`src/rtl/cdiv_pkg.sv`:
```
`timescale 1ns/1ps
package cdiv_pkg;
  // Operating mode decoded from the two bypass bits
  typedef enum logic [1:0] {
    MODE_PASS = 2'd0,   // input clock passes straight through
    MODE_ONE  = 2'd1,   // first stage only
    MODE_TWO  = 2'd2    // both stages in series
  } cdiv_mode_e;
endpackage

```
`src/rtl/cdiv_counter.sv`:
```
`timescale 1ns/1ps
module cdiv_counter #(
  parameter int CNT_W = 6
) (
  input  logic             clk_i,
  input  logic             rst_ni,
  input  logic             clr_i,
  input  logic             adv_i,
  input  logic [CNT_W-1:0] last_i,
  output logic [CNT_W-1:0] cnt_o,
  output logic             wrap_o
);
  // >= so that a shrunk ratio recovers on the next advance
  assign wrap_o = adv_i && (cnt_o >= last_i);

  always_ff @(posedge clk_i or negedge rst_ni) begin
    if (!rst_ni)      cnt_o <= '0;
    else if (clr_i)   cnt_o <= '0;
    else if (adv_i)   cnt_o <= wrap_o ? '0 : cnt_o + 1'b1;
  end

  AST_WRAP_TO_ZERO: assert property (@(posedge clk_i) disable iff (!rst_ni)
    (adv_i && !clr_i && cnt_o >= last_i) |=> (cnt_o == '0));
  AST_CLEAR_ZERO: assert property (@(posedge clk_i) disable iff (!rst_ni)
    clr_i |=> (cnt_o == '0));
endmodule

```
`src/rtl/cdiv_mode.sv`:
```
`timescale 1ns/1ps
module cdiv_mode
  import cdiv_pkg::*;
(
  input  logic       clk_i,
  input  logic       s1_byp_i,
  input  logic       s2_byp_i,
  input  logic       lvl1_i,
  input  logic       lvl2_i,
  output cdiv_mode_e mode_o,
  output logic       cfg_err_o,
  output logic       clk_o
);
  always_comb begin
    cfg_err_o = s1_byp_i && !s2_byp_i;
    if (s1_byp_i)      mode_o = MODE_PASS;  // illegal combo folds into pass
    else if (s2_byp_i) mode_o = MODE_ONE;
    else               mode_o = MODE_TWO;
  end

  always_comb begin
    case (mode_o)
      MODE_PASS: clk_o = clk_i;
      MODE_ONE:  clk_o = lvl1_i;
      default:   clk_o = lvl2_i;
    endcase
  end
endmodule

```
`src/rtl/cdiv_cascade.sv`:
```
`timescale 1ns/1ps
module cdiv_cascade
  import cdiv_pkg::*;
#(
  parameter int FIELD_W = 4
) (
  input  logic               clk_i,
  input  logic               rst_ni,
  input  logic               sync_i,
  input  logic [FIELD_W-1:0] s1_low_i,
  input  logic [FIELD_W-1:0] s1_high_i,
  input  logic [FIELD_W-1:0] s2_low_i,
  input  logic [FIELD_W-1:0] s2_high_i,
  input  logic               s1_byp_i,
  input  logic               s2_byp_i,
  input  logic               dcc_off_i,
  output logic               clk_o,
  output logic               cfg_err_o
);
  localparam int CNT_W   = FIELD_W + 2;
  localparam int NSTAGE  = 2;

  cdiv_mode_e       mode;
  logic             dcc_on;
  logic [FIELD_W-1:0] low_v  [NSTAGE];
  logic [FIELD_W-1:0] high_v [NSTAGE];
  logic [CNT_W-1:0] cnt    [NSTAGE];
  logic [CNT_W-1:0] ratio  [NSTAGE];
  logic [CNT_W-1:0] hcnt   [NSTAGE];
  logic [NSTAGE-1:0] byp_eff, adv, clr, wrap, lvl;

  assign dcc_on    = !dcc_off_i;
  assign low_v[0]  = s1_low_i;
  assign high_v[0] = s1_high_i;
  assign low_v[1]  = s2_low_i;
  assign high_v[1] = s2_high_i;
  assign byp_eff[0] = (mode == MODE_PASS);
  assign byp_eff[1] = (mode != MODE_TWO);

  for (genvar g = 0; g < NSTAGE; g++) begin : g_stage
    logic [CNT_W-1:0] half;
    logic             base;

    assign ratio[g] = CNT_W'(low_v[g]) + CNT_W'(high_v[g]) + CNT_W'(2);
    assign hcnt[g]  = CNT_W'(high_v[g]) + CNT_W'(1);
    assign half     = ratio[g] >> 1;
    assign clr[g]   = sync_i || byp_eff[g];
    assign base     = dcc_on ? (cnt[g] < half) : (cnt[g] < hcnt[g]);

    if (g == 0) begin : g_first
      logic neg_q;
      assign adv[g] = 1'b1;
      // half-cycle stretch taken from the falling input edge
      always_ff @(negedge clk_i or negedge rst_ni) begin
        if (!rst_ni) neg_q <= 1'b0;
        else         neg_q <= base;
      end
      assign lvl[g] = base || (dcc_on && ratio[g][0] && neg_q);
    end else begin : g_later
      logic [CNT_W-1:0] prev_half;
      assign prev_half = ratio[g-1] >> 1;
      assign adv[g]    = wrap[g-1];
      // stretch by half a period of the previous stage
      assign lvl[g] = base || (dcc_on && ratio[g][0] && (cnt[g] == half)
                               && (cnt[g-1] < prev_half));
    end

    cdiv_counter #(.CNT_W(CNT_W)) u_cnt (
      .clk_i  (clk_i),
      .rst_ni (rst_ni),
      .clr_i  (clr[g]),
      .adv_i  (adv[g]),
      .last_i (ratio[g] - CNT_W'(1)),
      .cnt_o  (cnt[g]),
      .wrap_o (wrap[g])
    );
  end

  cdiv_mode u_mode (
    .clk_i     (clk_i),
    .s1_byp_i  (s1_byp_i),
    .s2_byp_i  (s2_byp_i),
    .lvl1_i    (lvl[0]),
    .lvl2_i    (lvl[1]),
    .mode_o    (mode),
    .cfg_err_o (cfg_err_o),
    .clk_o     (clk_o)
  );

  AST_STAGE2_HOLD: assert property (@(posedge clk_i) disable iff (!rst_ni)
    (!sync_i && !byp_eff[1] && !wrap[0]) |=> $stable(cnt[1]));
  AST_BYPASS_IDLE: assert property (@(posedge clk_i) disable iff (!rst_ni)
    (s1_byp_i || s2_byp_i) |=> (cnt[1] == '0));
  AST_ERR_PASS: assert property (@(posedge clk_i) disable iff (!rst_ni)
    cfg_err_o |=> (cnt[0] == '0));
endmodule

```
`config.mk`:
```
export PLATFORM = sky130hd
export DESIGN_NAME = cdiv_cascade
export DESIGN_NICKNAME = d
export VERILOG_FILES = /design/src/rtl/cdiv_pkg.sv /design/src/rtl/cdiv_counter.sv /design/src/rtl/cdiv_mode.sv /design/src/rtl/cdiv_cascade.sv
export SDC_FILE = /design/constraint.sdc
export NUM_CORES = 1
export LEC_CHECK = 0
export ABC_AREA = 1
export BUFFER_PORTS_ARGS = -buffer_cell sky130_fd_sc_hd__buf_4
export CAP_MARGIN = 20
export CORE_AREA = 5 5 68 70
export DETAILED_ROUTE_END_ITERATION = 8
export DIE_AREA = 0 0 73 75
export GPL_ROUTABILITY_DRIVEN = 0
export PLACE_DENSITY = 0.73
export SYNTH_ARGS = -nofsm -noshare
export SYNTH_HDL_FRONTEND = slang
export SYNTH_SLANG_ARGS = --single-unit
```
`constraint.sdc`:
```
create_clock -name clk_i -period 4.9 [get_ports clk_i]
set_input_delay 0.245 -clock clk_i [delete_from_list [all_inputs] [get_ports clk_i]]
set_output_delay 0.245 -clock clk_i [all_outputs]
set_load 0.02 [all_outputs]
```
* Yosys cells after proc, flatten, opt, wreduce, memory -nomap -nowiden
Index checks and enable logic that the tools add are counted.
** Word-level totals
- Bits of input ports :: 22
- Bits in registers :: 13
** Cells by class
- Eq/ne operators :: 3
- Muxes and demuxes :: 10
- Reduce and logical (&&, ||, !) cells :: 15
- Add/subtract/negate cells :: 10
- $lt $le $gt $ge :: 6
** Operators with widths (count)
- $mux W6 :: 5
- $lt A6 B5 Y1 :: 4
- $add A5 B2 Y6 const B :: 2
- $add A6 B1 Y6 const B :: 2
- $ge A6 B6 Y1 :: 2
- $sub A6 B1 Y6 const B :: 2
- $add A4 B1 Y5 const B :: 2
- $add A4 B4 Y5 :: 2
- $logic_and A1 B1 Y1 :: 7
- $eq A6 B5 Y1 :: 1
- $logic_or A1 B1 Y1 :: 4
- $mux W2 :: 2
- $eq A2 B1 Y1 const B :: 1
- $logic_not A1 Y1 :: 2
- $logic_not A2 Y1 :: 1
- $mux W1 :: 2
- $ne A2 B2 Y1 const B :: 1
- $pmux W1 S2 :: 1
- $reduce_bool A2 Y1 :: 1

* Longest topological paths before layout
- Word-level depth :: 8
- Gate-level depth with buffers :: 19
- Mapped depth without buffers :: 19

* Hierarchy
Synthesis repeated with hierarchy kept, for this count alone.
** Unflattened totals
- Cell total of the unflattened synthesis :: 322
- Area, all modules :: 2225.9 µm²
** By module, submodules not included
- cdiv_cascade :: times used 1, cells an instance 169, area an instance 1173.6 µm²
- cdiv_counter at g_stage[1].u_cnt :: times used 1, cells an instance 74, area an instance 524.3 µm²
- cdiv_counter at g_stage[0].u_cnt :: times used 1, cells an instance 70, area an instance 489.2 µm²
- cdiv_mode :: times used 1, cells an instance 9, area an instance 38.8 µm²

==> results_tabular.tex <==
\begin{tabular}{lr}
\hline
Metric & Value \\
\hline
\multicolumn{2}{l}{\textbf{Run status}} \\
\quad Result of the run & finished clean \\
\multicolumn{2}{l}{\textbf{Finish}} \\
\quad Final-stage net count & 387 \\
\quad Most common library cell in the layout ignoring fill and taps & nand2\_1 \\
\quad Area added between synthesis and finish & 16.42\% \\
\quad Ant. Diodes & 0 \\
\quad Fraction of layout cells with a size suffix above 1 & 0.1406 \\
\quad Commonest cells after routing, fill and taps aside & nand2\_1, inv\_1, ha\_1 \\
\quad Number of standard cells in the final layout excluding fillers & 363 \\
\multicolumn{2}{l}{\textbf{Timing}} \\
\quad Total negative slack & 0 ps \\
\quad Setup repair after global routing missed its margin & false \\
\quad Normalized max-slew margin & 0.7782 \\
\quad Worst hold slack & 221.7 ps \\
\quad Final Slew Violations & 0 \\
\quad Worst-Margin Slew & 332.7 ps \\
\quad Count of final hold-check violations & 0 \\
\quad Number of setup violations in the final report & 0 \\
\quad Skew final & 31.17 ps \\
\multicolumn{2}{l}{\textbf{Routing}} \\
\quad Initial DRC Count & 40 \\
\quad Wire length after detailed routing & 3.954 mm \\
\quad Per-cell routed wire length & 10.89 µm \\
\quad Final antenna-violating net count & 0 \\
\quad Number of detailed-routing iterations run before antenna repair & 4 \\
\quad Post-detailed-route via-to-cell ratio & 4.989 \\
\quad Number of vias after detailed routing & 1811 \\
\quad Number of design rule violations left after detail routing & 0 \\
\multicolumn{2}{l}{\textbf{Die}} \\
\quad Cell Rows & 23 \\
\quad X dimension of the die & 73 µm \\
\quad I/O pin cnt & 24 \\
\quad Die boundary height & 75 µm \\
\quad Initial cell density of the core & 0.5275 \\
\quad Die Footprint & 5475 µm² \\
\quad Area inside the core boundary & 3914 µm² \\
\multicolumn{2}{l}{\textbf{Synthesis}} \\
\quad EDFF count, synth & 0 \\
\quad Net count after synthesis & 354 \\
\quad Syn Std Cell Area & 2064 µm² \\
\quad Count of different cell masters after synthesis & 30 \\
\quad Predominant post-synthesis flop cell & dfrtp\_1 \\
\quad Yosys warning total & 0 \\
\quad Fraction of registers with async set or reset after synthesis & 1.000 \\
\quad Sequential cell area fraction in the yosys report & 0.1576 \\
\quad Cell count after synthesis & 281 \\
\quad Post-Syn Area per Cell & 7.347 µm² \\
\quad Register bit total from synthesis & 13 \\
\multicolumn{2}{l}{\textbf{Power and ir drop}} \\
\quad Static leakage & 1.364 nW \\
\quad Worst supply voltage drop on vdd & 144.2 µV \\
\quad Total power per unit cell area & 205.0 nW/µm² \\
\multicolumn{2}{l}{\textbf{Clock tree}} \\
\quad Skew-Pair Late Insertion Delay & 390 ps \\
\quad CTS hold repair buffers & 1 \\
\quad Clock Pin Slew Worst Setup and Hold Paths & 50 ps \\
\quad Total of cells resized after clock tree synthesis & 0 \\
\quad TritonCTS clock tree & yes \\
\quad Buffers inserted during post-CTS setup optimization & 0 \\
\multicolumn{2}{l}{\textbf{Critical path}} \\
\quad Setup Crit Path Kind & input pin to register \\
\quad Type of element launching the critical path & input pin \\
\quad Category of the worst setup path capture point & register \\
\quad WP data arrival & 2180 ps \\
\quad Crit-path max FO & 3 \\
\quad Required time at the worst-slack endpoint & 2690 ps \\
\multicolumn{2}{l}{\textbf{Placement}} \\
\quad Dpl cells & 355 \\
\quad HPWL after detailed placement & 3.368 mm \\
\quad Count of port buffers added during placement & 23 \\
\multicolumn{2}{l}{\textbf{Hold path}} \\
\quad Type of the worst min-delay path & input pin to register \\
\multicolumn{2}{l}{\textbf{Global routing}} \\
\quad Vias in the first global route & 1620 \\
\quad Antenna violations before repair & 0 \\
\quad Overflow left after global routing & 0 \\
\quad Maximum number of pins on one net before global-route repair & 14 \\
\quad GRT Total Usage & 0.1605 \\
\quad First-pass GRT wire length & 6.810 mm \\
\multicolumn{2}{l}{\textbf{Run}} \\
\quad Number of violations of the max-capacitance limit & 0 \\
\hline
\end{tabular}
==> metrics by stage <==
step	instance area [µm²]	worst slack, ps	util	power [mW]
floorplan	2064	224.6	-	0.2729
global placement	2307	145.4	0.5895	0.3272
detailed placement	2307	110.9	0.5895	0.3316
CTS	2404	508.6	0.6141	0.5008
global route	2404	344.2	0.6141	0.5427
finish	2404	513.2	0.6141	0.4927
==> metal layers <==
metal | global-route usage | wire length, µm | vias to the layer above
li1 | - | - | 973
met1 | 0.1863 | 1744 | 809
met2 | 0.2691 | 2005 | 21
met3 | 0.05073 | 145 | 8
met4 | 0.07582 | 58 | 0
met5 | 0 | 0 | -
==> synthesized netlist by cell type (2+ instances only) <==
cell type	instances	area (µm²)
xnor2_1	8	70.07
xor2_1	11	96.34
nor2_1	25	93.84
ha_1	49	613.1
o21ai_0	6	30.03
nand3_1	27	135.1
nand3_2	3	30.03
fa_1	2	40.04
inv_1	51	191.4
nand2_1	53	198.9
nand2_2	2	12.51
nand4_1	5	31.28
inv_2	2	7.510
a21oi_1	9	45.04
dfrtp_1	12	300.3
nor3_1	2	10.01
==> registers in the layout (all words and copies together), names as in the netlist <==
register and count:
g_stage.g_first.neg_q 1, g_stage.u_cnt.cnt_o 12
==> kinds of logic after synthesis <==
group           share of synthesized area
flops                              0.1576
simple gates                       0.2721
buf+inv                           0.09636
compound gates                    0.05576
fa+ha+maj                          0.3164
xor+xnor                           0.1018
==> path summary, 6_finish.rpt <==
| check | from | to | slack [ps] | depth (start not counted) |
|---|---|---|---|---|
| max reg2reg | g_stage[0].u_cnt.cnt_o[4] | g_stage[0].g_first.neg_q | 1150 | 6 |
| max in group asynchronous | rst_ni | g_stage[0].g_first.neg_q | 2130 | 2 |
| max | s1_high_i[1] | g_stage[0].g_first.neg_q | 510 | 14 |
| min reg2reg | g_stage[0].u_cnt.cnt_o[0] | g_stage[0].u_cnt.cnt_o[0] | 530 | 1 |
| min | s2_byp_i | g_stage[1].u_cnt.cnt_o[3] | 220 | 4 |
| min in group asynchronous | rst_ni | g_stage[0].u_cnt.cnt_o[1] | 270 | 2 |
==> area by class of cell <==
| type | instances | area [µm²] |
|---|---|---|
| fill | 398 | 1510 |
| timing repair buffer | 24 | 182.7 |
| sequential | 13 | 325.3 |
| tap | 50 | 62.56 |
| multi-input combinational | 215 | 1540 |
| clock buffer | 8 | 93.84 |
| inverter | 53 | 198.9 |
==> power by group <==
group | switching [mW] | internal [mW] | leakage, nW
registers | 0.00339 | 0.110 | 0.177
logic | 0.112 | 0.0882 | 1.13
clock network | 0.0625 | 0.116 | 0.0550
==> critical path: stages <==
cell and delay (ps):
buf_4 90, inv_1 40, ha_1 260, inv_1 40, ha_1 210, fa_1 400
xor2_1 200, inv_1 80, ha_1 270, nand2_1 50, nor2_1 100, nand2_1 70
nand3_1 80, nand2_1 50
Note: power is estimated with default switching activity, not from simulation.
